[config.mk]
export PLATFORM = sky130hd
export DESIGN_NAME = lpt_timer
export DESIGN_NICKNAME = d
export VERILOG_FILES = /design/src/rtl/lpt_pkg.sv /design/src/rtl/lpt_regs.sv /design/src/rtl/lpt_prescale.sv /design/src/rtl/lpt_counter.sv /design/src/rtl/lpt_irq_out.sv /design/src/rtl/lpt_timer.sv
export SDC_FILE = /design/constraint.sdc
export NUM_CORES = 1
export LEC_CHECK = 0
export CAP_MARGIN = 20
export CORE_ASPECT_RATIO = 1.1
export CORE_UTILIZATION = 35
export DETAILED_ROUTE_END_ITERATION = 8
export DONT_BUFFER_PORTS = 1
export GPL_TIMING_DRIVEN = 0
export SLEW_MARGIN = 10
export SYNTH_ARGS = -nofsm -noshare
export SYNTH_HDL_FRONTEND = slang
export SYNTH_SLANG_ARGS = --single-unit
[constraint.sdc]
create_clock -name clk -period 2.7 [get_ports clk]
set_input_delay 0.405 -clock clk [delete_from_list [all_inputs] [get_ports clk]]
set_output_delay 0.405 -clock clk [all_outputs]
set_load 0.02 [all_outputs]
[src/rtl/lpt_pkg.sv]
package lpt_pkg;
  // register byte offsets (software visible)
  localparam logic [11:0] OFF_LVT  = 12'h320;
  localparam logic [11:0] OFF_INIT = 12'h380;
  localparam logic [11:0] OFF_CUR  = 12'h390;
  localparam logic [11:0] OFF_DIV  = 12'h3E0;
  // field positions inside the vector entry
  localparam int LVT_MASK_BIT = 16;
  localparam int LVT_PER_BIT  = 17;
  // divide-configuration bit positions forming the 3-bit code
  localparam int DIV_HI_BIT  = 3;
  localparam int DIV_MID_BIT = 1;
  localparam int DIV_LO_BIT  = 0;
  localparam logic [2:0] DIV_CODE_ONE = 3'b111;
  // prescaler must reach ratio 128
  localparam int PRE_W = 7;

  // shift amount (log2 of ratio) for a divide code
  function automatic logic [2:0] div_shift(input logic [2:0] code);
    return (code == DIV_CODE_ONE) ? 3'd0 : code + 3'd1;
  endfunction
endpackage

[src/rtl/lpt_regs.sv]
module lpt_regs
  import lpt_pkg::*;
#(
  parameter int ADDR_W = 12,
  parameter int DATA_W = 32,
  parameter int CNT_W  = 32,
  parameter int VEC_W  = 8
) (
  input  logic              clk,
  input  logic              rst_n,
  input  logic [ADDR_W-1:0] bus_addr,
  input  logic              bus_we,
  input  logic [DATA_W-1:0] bus_wdata,
  output logic [DATA_W-1:0] bus_rdata,
  input  logic [CNT_W-1:0]  cur_count,
  output logic [VEC_W-1:0]  vec,
  output logic              mask,
  output logic              periodic,
  output logic [CNT_W-1:0]  init_count,
  output logic              init_wr,
  output logic [CNT_W-1:0]  init_wr_val,
  output logic [2:0]        div_code
);
  logic sel_lvt, sel_init, sel_cur, sel_div;

  assign sel_lvt  = (bus_addr == ADDR_W'(OFF_LVT));
  assign sel_init = (bus_addr == ADDR_W'(OFF_INIT));
  assign sel_cur  = (bus_addr == ADDR_W'(OFF_CUR));
  assign sel_div  = (bus_addr == ADDR_W'(OFF_DIV));

  assign init_wr     = bus_we && sel_init;
  assign init_wr_val = bus_wdata[CNT_W-1:0];

  always_ff @(posedge clk) begin
    if (!rst_n) begin
      vec        <= '0;
      mask       <= 1'b1;
      periodic   <= 1'b0;
      init_count <= '0;
      div_code   <= 3'b000;
    end else if (bus_we) begin
      if (sel_lvt) begin
        vec      <= bus_wdata[VEC_W-1:0];
        mask     <= bus_wdata[LVT_MASK_BIT];
        periodic <= bus_wdata[LVT_PER_BIT];
      end
      if (sel_init) init_count <= bus_wdata[CNT_W-1:0];
      if (sel_div)
        div_code <= {bus_wdata[DIV_HI_BIT], bus_wdata[DIV_MID_BIT], bus_wdata[DIV_LO_BIT]};
    end
  end

  always_comb begin
    bus_rdata = '0;
    if (sel_lvt) begin
      bus_rdata[VEC_W-1:0]    = vec;
      bus_rdata[LVT_MASK_BIT] = mask;
      bus_rdata[LVT_PER_BIT]  = periodic;
    end else if (sel_init) begin
      bus_rdata[CNT_W-1:0] = init_count;
    end else if (sel_cur) begin
      bus_rdata[CNT_W-1:0] = cur_count;
    end else if (sel_div) begin
      bus_rdata[DIV_HI_BIT]  = div_code[2];
      bus_rdata[DIV_MID_BIT] = div_code[1];
      bus_rdata[DIV_LO_BIT]  = div_code[0];
    end
  end
endmodule

[src/rtl/lpt_prescale.sv]
module lpt_prescale
  import lpt_pkg::*;
#(
  parameter int W = PRE_W
) (
  input  logic       clk,
  input  logic       rst_n,
  input  logic [2:0] div_code,
  output logic       tick
);
  logic [W-1:0] pre_q;
  logic [W-1:0] lim;
  logic [2:0]   sh;

  assign sh   = div_shift(div_code);
  assign lim  = ~({W{1'b1}} << sh);
  assign tick = ((pre_q & lim) == lim);

  always_ff @(posedge clk) begin
    if (!rst_n) pre_q <= '0;
    else        pre_q <= pre_q + W'(1);
  end
endmodule

[src/rtl/lpt_counter.sv]
module lpt_counter #(
  parameter int CNT_W = 32
) (
  input  logic             clk,
  input  logic             rst_n,
  input  logic             tick,
  input  logic             init_wr,
  input  logic [CNT_W-1:0] init_wr_val,
  input  logic [CNT_W-1:0] init_count,
  input  logic             periodic,
  output logic [CNT_W-1:0] cur_count,
  output logic             expire
);
  logic running;
  logic at_one, at_zero;

  assign at_one  = (cur_count == CNT_W'(1));
  assign at_zero = (cur_count == '0);
  assign expire  = tick && running && at_one && !init_wr;

  always_ff @(posedge clk) begin
    if (!rst_n) begin
      cur_count <= '0;
      running   <= 1'b0;
    end else if (init_wr) begin
      cur_count <= init_wr_val;
      running   <= (init_wr_val != '0);
    end else if (tick && running) begin
      if (at_one) begin
        cur_count <= '0;
        if (!periodic) running <= 1'b0;
      end else if (at_zero) begin
        cur_count <= init_count;
      end else begin
        cur_count <= cur_count - CNT_W'(1);
      end
    end
  end
endmodule

[src/rtl/lpt_irq_out.sv]
module lpt_irq_out #(
  parameter int VEC_W = 8
) (
  input  logic             clk,
  input  logic             rst_n,
  input  logic             expire,
  input  logic             mask,
  input  logic [VEC_W-1:0] vec_in,
  input  logic             irq_ready,
  output logic             irq_valid,
  output logic [VEC_W-1:0] irq_vector
);
  logic             pend_v;
  logic [VEC_W-1:0] pend_vec;
  logic             fire, hs;

  assign fire = expire && !mask;
  assign hs   = irq_valid && irq_ready;

  always_ff @(posedge clk) begin
    if (!rst_n) begin
      irq_valid  <= 1'b0;
      irq_vector <= '0;
      pend_v     <= 1'b0;
      pend_vec   <= '0;
    end else if (hs) begin
      if (pend_v) begin
        irq_vector <= pend_vec;
        pend_v     <= fire;
        if (fire) pend_vec <= vec_in;
      end else begin
        irq_valid <= fire;
        if (fire) irq_vector <= vec_in;
      end
    end else if (fire) begin
      if (!irq_valid) begin
        irq_valid  <= 1'b1;
        irq_vector <= vec_in;
      end else if (!pend_v) begin
        pend_v   <= 1'b1;
        pend_vec <= vec_in;
      end
    end
  end
endmodule

[src/rtl/lpt_timer.sv]
module lpt_timer
  import lpt_pkg::*;
#(
  parameter int ADDR_W = 12,
  parameter int DATA_W = 32,
  parameter int CNT_W  = 32,
  parameter int VEC_W  = 8
) (
  input  logic              clk,
  input  logic              rst_n,
  input  logic [ADDR_W-1:0] bus_addr,
  input  logic              bus_we,
  input  logic [DATA_W-1:0] bus_wdata,
  output logic [DATA_W-1:0] bus_rdata,
  output logic              irq_valid,
  input  logic              irq_ready,
  output logic [VEC_W-1:0]  irq_vector
);
  logic [VEC_W-1:0] tmr_vec;
  logic             tmr_mask, tmr_periodic;
  logic [CNT_W-1:0] init_count, init_wr_val, cur_count;
  logic             init_wr, tick, expire;
  logic [2:0]       div_code;

  lpt_regs #(.ADDR_W(ADDR_W), .DATA_W(DATA_W), .CNT_W(CNT_W), .VEC_W(VEC_W)) u_regs (
    .clk(clk), .rst_n(rst_n), .bus_addr(bus_addr), .bus_we(bus_we),
    .bus_wdata(bus_wdata), .bus_rdata(bus_rdata), .cur_count(cur_count),
    .vec(tmr_vec), .mask(tmr_mask), .periodic(tmr_periodic),
    .init_count(init_count), .init_wr(init_wr), .init_wr_val(init_wr_val),
    .div_code(div_code)
  );

  lpt_prescale #(.W(PRE_W)) u_pre (
    .clk(clk), .rst_n(rst_n), .div_code(div_code), .tick(tick)
  );

  lpt_counter #(.CNT_W(CNT_W)) u_cnt (
    .clk(clk), .rst_n(rst_n), .tick(tick), .init_wr(init_wr),
    .init_wr_val(init_wr_val), .init_count(init_count),
    .periodic(tmr_periodic), .cur_count(cur_count), .expire(expire)
  );

  lpt_irq_out #(.VEC_W(VEC_W)) u_irq (
    .clk(clk), .rst_n(rst_n), .expire(expire), .mask(tmr_mask),
    .vec_in(tmr_vec), .irq_ready(irq_ready), .irq_valid(irq_valid),
    .irq_vector(irq_vector)
  );
endmodule

==> out/qor.yml, run 1 <==
run_status:
  run_status: "complete, no violations"
timing:
  slew_headroom_pct: 52.0
  worst-slew-pin-transition_ns: 0.720
  fmax_mhz: 376
  timing.hold.ws_ns: 0.175
  tns_ns: 0
  setup_violations: 0
  final_min_period_over_clock_period_pct: 98.5
  final_slew_violations: 0
  worst_skew_ns: 0.00941
  finalHoldViolations: 0
  final_critical_path_required_period_ns: 2.66
drt:
  routed_wire_length_per_instance_um: 19.8
  detailedRoute.firstPassIterationCount: 6
  route.antenna.remaining_nets: 0
  drt-vias-per-instance: 5.88
  remaining_drc_errors: 0
  totalWireLength_mm: 19.0
  route.vias.total: 5636
  drt_iter0_markers: 452
yosys:
  synth_top_cell_area_share_pct: 36.1
  mean_cell_area_of_the_mapped_netlist_um2: 7.77
  synth_nets: 789
  synth-seq-area-share_pct: 36.1
  synth_enable_flop_cells: 0
  ys_async_sr_fraction_pct: 0
  postSynth.topFlopCell: "dfxtp_1"
  synth_area_leader_cell: "dfxtp_1"
  synthesis.area_mm2: 0.00571
  yosysWarningCount: 0
  synth.lib_cells_used.distinct: 62
  post_synth_main_area_contributors: "dfxtp_1 36%, nand2_1 9.1%, nor2_1 3.9%"
  syn-instance-count: 735
  yosys_register_bits: 103
placed_design:
  place.detailed.hpwl_mm: 14.1
  dp.cells: 935
  finalWeightedCongestion: 0.939
  port_buffer_count: 0
clock_tree:
  cts_root_buffer: "clkbuf_16"
  count_of_h_tree_levels_built_during_cts: 3
  clk_pin_slew_ns: 0.07
  tritoncts: "done"
  number_of_buffers_created_by_cts: 9
  clk-insertion-delay-late_ns: 0.35
  clk_path_buf_depth: 2
  clock-sinks: 103
floorplanning:
  die-area_mm2: 0.0168
  height_of_the_die_um: 136
  num_rows: 48
  initial_util_pct: 36.1
  die_x_um: 124
  core_region_area_mm2: 0.0158
  io-pin-count: 89
final_layout:
  filler_cell_count: 1639
  regArea_mm2: 0.00206
  multiInputGateArea_mm2: 0.00349
  final_layout_size_suffix_gt1_share_pct: 9.50
  syn2layout_area_growth_pct: 12.9
  instances_no_fill: 958
  finalNetCount: 809
  num_antenna_cells: 0
grt:
  antenna_found_initial: 0
  first_global_vias: 5387
  grt_usage_pct: 23.2
  grt_pass1_wl_mm: 29.6
  globalRouteOverflowTotal: 0
  grt_max_degree: 20
worst_hold_path:
  worst_hold_path_type: "in2reg"
critical_path:
  path_cells: "ha_1, ha_1, nor2b_1, o21ai_0, a221oi_2, buf_4, nor4b_4, clkbuf_4, a32oi_1, o211ai_1"
  cp_slowest_stage_delay_ns: 0.42
  cpMostUsedCell: "ha_1"
  cp_data_required_time_ns: 2.97
  cp_num_buf_inv: 2
  timing.critical_path.max_delay_family: "compound AO/OA/AOI/OAI gates"
  critical_path_peak_fanout: 10
  critical_path_launch_point_type: "register"
  worst-endpoint-arrival_ns: 2.93
  critical_path_class: "reg2reg"
  cp-end-kind: "register"
  worst_path_max_delay_cell: "nor4b_4"
power_and_ir_drop:
  total_leakage_power_nw: 2.32
  areal_power_density_over_the_cells_mw_per_mm2: 445
  irDropWorstVdd_uv: 271
  design_power_total_mw: 2.87
run:
  maxCapViolCount: 0
[routing by layer]
| metal | wire, µm | global-route usage [%] |
|---|---|---|
| met1 | 8280 | 30.2 |
| met2 | 8840 | 37.0 |
| met3 | 1500 | 5.83 |
| met4 | 365 | 7.76 |
| met5 | 0 | 0 |
[sequential cells by signal, indices dropped and copies added, names as in the netlist, 3 cells and up]
name               flops
u_irq.irq_vector       8
u_cnt.cur_count       32
u_regs.div_code        3
u_irq.pend_vec         8
u_pre.pre_q            7
u_regs.vec             8
u_regs.init_count     32
[final cells by class]
| class | count | area share [%] |
|---|---|---|
| Multi-Input combinational cell | 566 | 54.1 |
| Clock inverter | 3 | 0.311 |
| Buffer | 48 | 3.42 |
| Timing Repair Buffer | 10 | 1.36 |
| Inverter | 17 | 0.990 |
| Clock buffer | 11 | 3.92 |
| Tap cell | 200 | 3.88 |
| Sequential cell | 103 | 32.0 |
[repair_timing]
item	in CTS	in global routing
resized for setup	17	24
setup endpoints to repair	73	61
buffers inserted	3	7
hold buffers	0	0
pin swaps	1	5
[power breakdown]
part	internal (mW)	switching (mW)
logic	0.0244	0.0620
clock network	0.665	0.588
registers	1.52	0.00441
[path summary, 6_finish.rpt]
check                         from                    end  slack (ns)  cells after the start
max             u_regs.div_code[0]    u_cnt.cur_count[21]        0.04                     10
min                  bus_wdata[16]            u_regs.mask        0.18                      2
max reg2reg     u_regs.div_code[0]    u_cnt.cur_count[21]        0.04                     10
min reg2reg  u_regs.init_count[11]  u_regs.init_count[11]        0.47                      2
[cells in the mapped netlist (4+ instances only)]
library cell,n
nand3_1,35
and3_1,4
a222oi_1,10
o21ai_0,28
a21oi_1,44
a22o_1,22
nor4_1,20
mux2i_1,22
a31oi_1,9
o211ai_1,14
o22ai_1,15
buf_1,4
ha_1,6
a221o_1,9
nor3_1,12
clkbuf_1,36
a21boi_0,19
dfxtp_1,103
or3_1,4
xnor2_1,18
nor2_1,59
and2_1,4
nand4_1,11
nand2_1,139
buf_2,7
xor2_1,6
inv_1,17
[cells in the final DEF (no fill, tap or decap), types with 5 or more instances in the layout]
cell type,instances
buf_4,9
a21boi_0,19
nor4_1,15
nor2_1,55
a221o_1,8
clkbuf_16,9
a21oi_1,41
nand4_1,11
xnor2_1,18
buf_1,5
inv_1,17
xor2_1,6
a22o_1,22
ha_1,6
mux2i_1,22
clkbuf_1,27
o22ai_1,15
nor3_1,12
buf_2,7
o21ai_0,27
nand3_1,35
o211ai_1,14
a222oi_1,10
dfxtp_1,103
a31oi_1,9
nand2_1,137
[logic make-up after synthesis]
kind of cell	after synthesis	synth area share, %
muxes	22	3.86
DFF	103	36.1
buffers and inverters	66	4.76
adders and majority gates	6	1.31
and+or+nand+nor	319	26.7
AOI/OAI and AO/OA	195	23.6
xor gates and xnor gates	24	3.68
[per-stage QoR]
stage | worst slack [ns] | util (%) | cell area [µm²]
floorplan | 0.279 | - | 5710
global placement | -0.485 | 37.7 | 5960
detailed placement | -0.518 | 37.7 | 5960
CTS | 0.00273 | 40.1 | 6330
global route | -0.0196 | 40.8 | 6450
finish | 0.0401 | 40.8 | 6450
[worst register-to-register path: cells and delay by family, from the launching register on]
family | cells | cell delay [ns]
compound gates | 4 | 0.61
simple gates | 2 | 0.57
fa+ha+maj | 2 | 0.55
buf+inv | 2 | 0.48
flops | 1 | 0.36
Note: power is estimated with default switching activity, not from simulation.
==> run 2, diff against run 1 <==
--- a/config.mk
+++ b/config.mk
@@ -5,12 +5,14 @@
 export SDC_FILE = /design/constraint.sdc
 export NUM_CORES = 1
 export LEC_CHECK = 0
+export ABC_CLOCK_PERIOD_IN_PS = 2700
 export CAP_MARGIN = 20
 export CORE_ASPECT_RATIO = 1.1
 export CORE_UTILIZATION = 35
 export DETAILED_ROUTE_END_ITERATION = 8
 export DONT_BUFFER_PORTS = 1
 export GPL_TIMING_DRIVEN = 0
+export REMOVE_ABC_BUFFERS = 1
 export SLEW_MARGIN = 10
 export SYNTH_ARGS = -nofsm -noshare
 export SYNTH_HDL_FRONTEND = slang
==> out/qor.yml, run 2 (synthesized netlist as in run 1, its figures left out) <==
final_layout:
  mostFrequentLayoutCell: "nand2_1"
  layout_top_registers: "u_cnt.cur_count (32), u_regs.init_count (32)"
  instances_no_fill: 915  # -4.5%
  final_layout_size_suffix_gt1_share_pct: 9.23  # -0.27 points
  syn2layout_area_growth_pct: 11.4
  commonest_non_fill_non_tap_cells_in_the_layout: "138 x nand2_1, 103 x dfxtp_1, 55 x nor2_1, 41 x a21oi_1, 35 x nand3_1"
  num_antenna_cells: 0  # unchanged
  finalNetCount: 764  # -5.6%
  post-route-cell-area_mm2: 0.00636  # -1.4%
drt:
  routed_wire_length_per_instance_um: 19.3  # -2.4%
  remaining_drc_errors: 0  # unchanged
  route.antenna.remaining_nets: 0  # unchanged
  detailedRoute.firstPassIterationCount: 8  # +2
  route.vias.total: 5399  # -4.2%
  drt-vias-per-instance: 5.90  # +0.30%
  totalWireLength_mm: 17.7  # -6.8%
  drt_iter0_markers: 439  # -2.9%
grt:
  first_global_vias: 4868  # -9.6%
  grt_pass1_wl_mm: 27.3  # -7.8%
  grt_max_degree: 52  # +160%
  globalRouteOverflowTotal: 0  # unchanged
  grt_usage_pct: 21.2  # -2.0 points
  antenna_found_initial: 0  # unchanged
critical_path:
  critical_path_peak_fanout: 32  # +22
  critical_path_class: "in2out"
  worst-endpoint-arrival_ns: 2.23  # -0.70 ns
  r2r_slack_ns: 0.12  # +0.08 ns
  critical_path_launch_point_type: "primary input"
  cp_data_required_time_ns: 2.30  # -0.67 ns
  cp-end-kind: "output pin"
timing:
  fmax_mhz: 380  # +1.1%
  final_critical_path_required_period_ns: 2.63  # -0.0292 ns
  finalHoldViolations: 0  # unchanged
  worst-slew-pin-transition_ns: 0.877  # +0.158 ns
  final_slew_violations: 0  # unchanged
  worst_skew_ns: 0.00468  # -0.00473 ns
  tns_ns: 0  # unchanged
  slew_headroom_pct: 41.5  # -11 points
  setup_violations: 0  # unchanged
  grt_setup_unrepaired: "yes"
  final_min_period_over_clock_period_pct: 97.4  # -1.1 points
power_and_ir_drop:
  total_leakage_power_nw: 2.25  # -2.6%
  irDropWorstVdd_uv: 309  # +14%
  areal_power_density_over_the_cells_mw_per_mm2: 482  # +8.4%
run:
  maxCapViolCount: 0  # unchanged
floorplanning:
  height_of_the_die_um: 136  # unchanged
  io-pin-count: 89  # unchanged
  core_region_area_mm2: 0.0158  # unchanged
  initial_util_pct: 36.1  # unchanged
  die_x_um: 124  # unchanged
  num_rows: 48  # unchanged
  die-area_mm2: 0.0168  # unchanged
clock_tree:
  post_cts_hold_buffer_count: 0  # unchanged
  number_of_buffers_created_by_cts: 9  # unchanged
  clk_pin_slew_ns: 0.07  # about the same
  cts_root_buffer: "clkbuf_16"
  tritoncts: "done"
  count_of_h_tree_levels_built_during_cts: 3  # unchanged
  clk-insertion-delay-late_ns: 0.36  # about the same
  clk_path_buf_depth: 2  # unchanged
  clock-sinks: 103  # unchanged
placed_design:
  dp.cells: 893  # -4.5%
  placedInstanceArea_mm2: 0.00586  # -1.6%
  place.detailed.hpwl_mm: 12.2  # -14%
  finalWeightedCongestion: 0.815  # -13%
  port_buffer_count: 0  # unchanged
worst_hold_path:
  worst_hold_path_type: "in2reg"
run_status:
  run_status: "complete, no violations"
## run 2: routing by layer
metal / track usage, % / part of all wire (%)
met2: 32.7 / 46
met4: 6.96 / 2.0
met5: 0 / 0
met3: 5.41 / 7.6
met1: 28.6 / 45
## run 2: final timing paths
check	start	endpoint	cells after the start
min	rst_n	u_regs.mask	1
min reg2reg	u_regs.init_count[15]	u_regs.init_count[15]	2
max	bus_addr[11]	bus_rdata[0]	6
max reg2reg	u_regs.div_code[0]	u_cnt.cur_count[23]	8
## run 2: stage by stage
stage / power [mW] / utilization, % / hold WS [ns] / setup slack, ns
after floorplan: 1.60 / - / 0.437 / -0.442
after global placement: 1.62 / 36.4 / 0.455 / -1.83
after detailed placement: 1.62 / 37.1 / 0.464 / -1.24
after CTS: 3.08 / 39.9 / 0.112 / 0.00882
after global routing: 3.14 / 40.3 / 0.117 / -0.0613
final: 3.06 / 40.3 / 0.134 / 0.0693
## run 2: worst max-delay path: stages
cell      delay (ns)
nor4bb_2        0.47
nand2_2         0.18
nor2_1          0.16
and2_4          0.45
a222oi_1        0.23
a21oi_2         0.32
## run 2: power breakdown
group	internal [mW]	switching [mW]
sequential	1.52	0.00402
combinational	0.0220	0.0435
clock	0.846	0.627
total	2.39	0.675
## run 2: repair_timing
item                       in CTS  in global routing
setup endpoints to repair      82                 53
buffers inserted                4                  2
resized for setup              18                  8
pin swaps                       2                  3
## run 2: area by class of cell
type | instances | area [µm²]
Clock buffer | 10 | 239
Clock inverter | 6 | 91.3
Fill cell | 1584 | 9440
Inverter | 17 | 66.3
Multi-Input combinational cell | 566 | 3510
Sequential cell | 103 | 2060
Tap cell | 200 | 250
Timing Repair Buffer | 13 | 135
==> run 3, diff against run 2 <==
--- a/config.mk
+++ b/config.mk
@@ -5,7 +5,7 @@
 export SDC_FILE = /design/constraint.sdc
 export NUM_CORES = 1
 export LEC_CHECK = 0
-export ABC_CLOCK_PERIOD_IN_PS = 2700
+export ABC_CLOCK_PERIOD_IN_PS = 3300
 export CAP_MARGIN = 20
 export CORE_ASPECT_RATIO = 1.1
 export CORE_UTILIZATION = 35
==> constraint.sdc (replaced) <==
create_clock -name clk -period 3.3 [get_ports clk]
set_input_delay 0.495 -clock clk [delete_from_list [all_inputs] [get_ports clk]]
set_output_delay 0.495 -clock clk [all_outputs]
set_load 0.02 [all_outputs]
==> out/qor.yml, run 3 (synthesized netlist as in run 1, its figures left out) <==
grt:
  first_global_vias: 4846  # -0.45%
  grt_pass1_wl_mm: 27.0  # -0.83%
  grt_max_degree: 52  # unchanged
  antenna_found_initial: 0  # unchanged
  global_route.usage.met1_pct: 28.3  # -0.33 points
  grtUsageMet2_pct: 32.4  # -0.37 points
  gr-usage-met3_pct: 5.41  # unchanged
  grt_busiest_layer: "met2"
  globalRouteOverflowTotal: 0  # unchanged
  grt_usage_pct: 21.0  # -0.21 points
timing:
  final_critical_path_required_period_ns: 3.12
  worst_skew_ns: 0.00654  # +0.00187 ns
  tns_ns: 0  # unchanged
  slew_headroom_pct: 31.3  # -10 points
  setup_ws_ns: 0.177  # +0.108 ns
  worst-slew-pin-transition_ns: 1.03  # +0.154 ns
  timing.hold.ws_ns: 0.221  # +0.0876 ns
  final_slew_violations: 0  # unchanged
  final_min_period_over_clock_period_pct: 94.6
  grt_setup_unrepaired: "no"
  fmax_mhz: 320
  finalHoldViolations: 0  # unchanged
  setup_violations: 0  # unchanged
critical_path:
  timing.critical_path.max_delay_family: "compound AO/OA/AOI/OAI gates"
  cpMostUsedCell: "ha_1"
  critical_path_class: "reg2reg"
  cp-end-kind: "register"
  critical_path_launch_point_type: "register"
  path_cells: "ha_1, ha_1, nor2b_1, o21ai_0, a221oi_1, nor2_2, nand4_1, buf_4, o22ai_1"
  cp_num_buf_inv: 1  # +1
  critical_path_peak_fanout: 13  # -59%
  critical_path.startpoint: "u_regs.div_code[0]"
  r2r_slack_ns: 0.18  # +0.06 ns
  worst-endpoint-arrival_ns: 3.35  # +1.12 ns
  cp_data_required_time_ns: 3.53  # +1.23 ns
  rr_startpoint: "u_regs.div_code[0]"
  cp_slowest_stage_delay_ns: 0.88  # +0.41 ns
  worst_path_max_delay_cell: "a221oi_1"
final_layout:
  num_antenna_cells: 0  # unchanged
  layout_top_registers: "u_cnt.cur_count (32), u_regs.init_count (32)"
  regArea_mm2: 0.00206  # unchanged
  instances_no_fill: 912  # -0.33%
  finish.utilization_pct: 39.5  # -0.78 points
  filler_cell_count: 1595  # +0.69%
  commonest_non_fill_non_tap_cells_in_the_layout: "139 x nand2_1, 103 x dfxtp_1, 57 x nor2_1, 43 x a21oi_1, 35 x nand3_1"
  finalNetCount: 761  # -0.39%
  post-route-cell-area_mm2: 0.00623  # -1.9%
  mostFrequentLayoutCell: "nand2_1"
  final_layout_size_suffix_gt1_share_pct: 6.74  # -2.5 points
  multiInputGateArea_mm2: 0.00341  # -3.1%
  syn2layout_area_growth_pct: 9.20
power_and_ir_drop:
  areal_power_density_over_the_cells_mw_per_mm2: 401  # -17%
  irDropWorstVdd_uv: 255  # -17%
  design_power_total_mw: 2.50  # -18%
  total_leakage_power_nw: 2.22  # -1.6%
drt:
  route.antenna.remaining_nets: 0  # unchanged
  remaining_drc_errors: 0  # unchanged
  drt_iter0_markers: 465  # +5.9%
  detailedRoute.firstPassIterationCount: 7  # -1
  routed_wire_length_per_instance_um: 19.2  # -0.80%
  totalWireLength_mm: 17.5  # -1.1%
  drt-vias-per-instance: 5.95  # +0.89%
  route.vias.total: 5429  # +0.56%
run_status:
  run_status: "complete, no violations"
placed_design:
  place.detailed.hpwl_mm: 12.2  # unchanged
  port_buffer_count: 0  # unchanged
  dp.cells: 893  # unchanged
  placedInstanceArea_mm2: 0.00586  # unchanged
  finalWeightedCongestion: 0.815  # unchanged
  post-place-ws_ns: -0.637  # +0.600 ns
clock_tree:
  clock-sinks: 103  # unchanged
  tritoncts: "done"
  clk-insertion-delay-late_ns: 0.36  # about the same
  count_of_h_tree_levels_built_during_cts: 3  # unchanged
  clk_pin_slew_ns: 0.07  # about the same
  post_cts_hold_buffer_count: 0  # unchanged
  cts_root_buffer: "clkbuf_16"
  clk_path_buf_depth: 2  # unchanged
  number_of_buffers_created_by_cts: 9  # unchanged
worst_hold_path:
  holdCritStartpoint: "rst_n"
  worst_hold_path_type: "in2reg"
floorplanning:
  height_of_the_die_um: 136  # unchanged
  num_rows: 48  # unchanged
  die-area_mm2: 0.0168  # unchanged
  initial_util_pct: 36.1  # unchanged
  die_x_um: 124  # unchanged
  io-pin-count: 89  # unchanged
  core_region_area_mm2: 0.0158  # unchanged
run:
  maxCapViolCount: 0  # unchanged
## run 3: cell count changes in the layout (fill, tap and decap cells not counted), sizes merged
cell  before  now
buf       13   10
## run 3: area by class of cell
class                   instances  share of cell area (%)
multi-input cells             566                    54.6
repair buffers                 10                    1.93
flip-flops and latches        103                    33.1
clock inverters                 6                    1.46
clock buffers                  10                    3.83
inverters                      17                    1.06
well taps                     200                    4.01
## run 3: final timing paths
check	to	cells after the start
worst min-delay path	u_regs.mask	1
worst min register to register	u_regs.init_count[15]	2
worst max register to register	u_cnt.cur_count[11]	9
worst max-delay path	u_cnt.cur_count[11]	9
## run 3: where the power goes
| part | internal (mW) | switching, mW | total [mW] | leakage, nW |
|---|---|---|---|---|
| Sequential | 1.24 | 0.00328 | 1.25 | 0.830 |
| Clock | 0.692 | 0.511 | 1.20 | 0.163 |
| Combinational | 0.0163 | 0.0340 | 0.0503 | 1.23 |
| Total | 1.95 | 0.548 | 2.50 | 2.22 |
## run 3: metal layers
layer | up-vias | share of wire, %
li1 | 2645 | -
met1 | 2603 | 45
met2 | 160 | 46
met3 | 21 | 7.7
met4 | 0 | 1.8
met5 | - | 0
## run 3: repair_timing
item | in CTS | in global routing
resized for setup | 1 | 2
setup buffers | 2 | 0
pin swaps | 1 | 0
endpoints found under the setup margin | 20 | 17
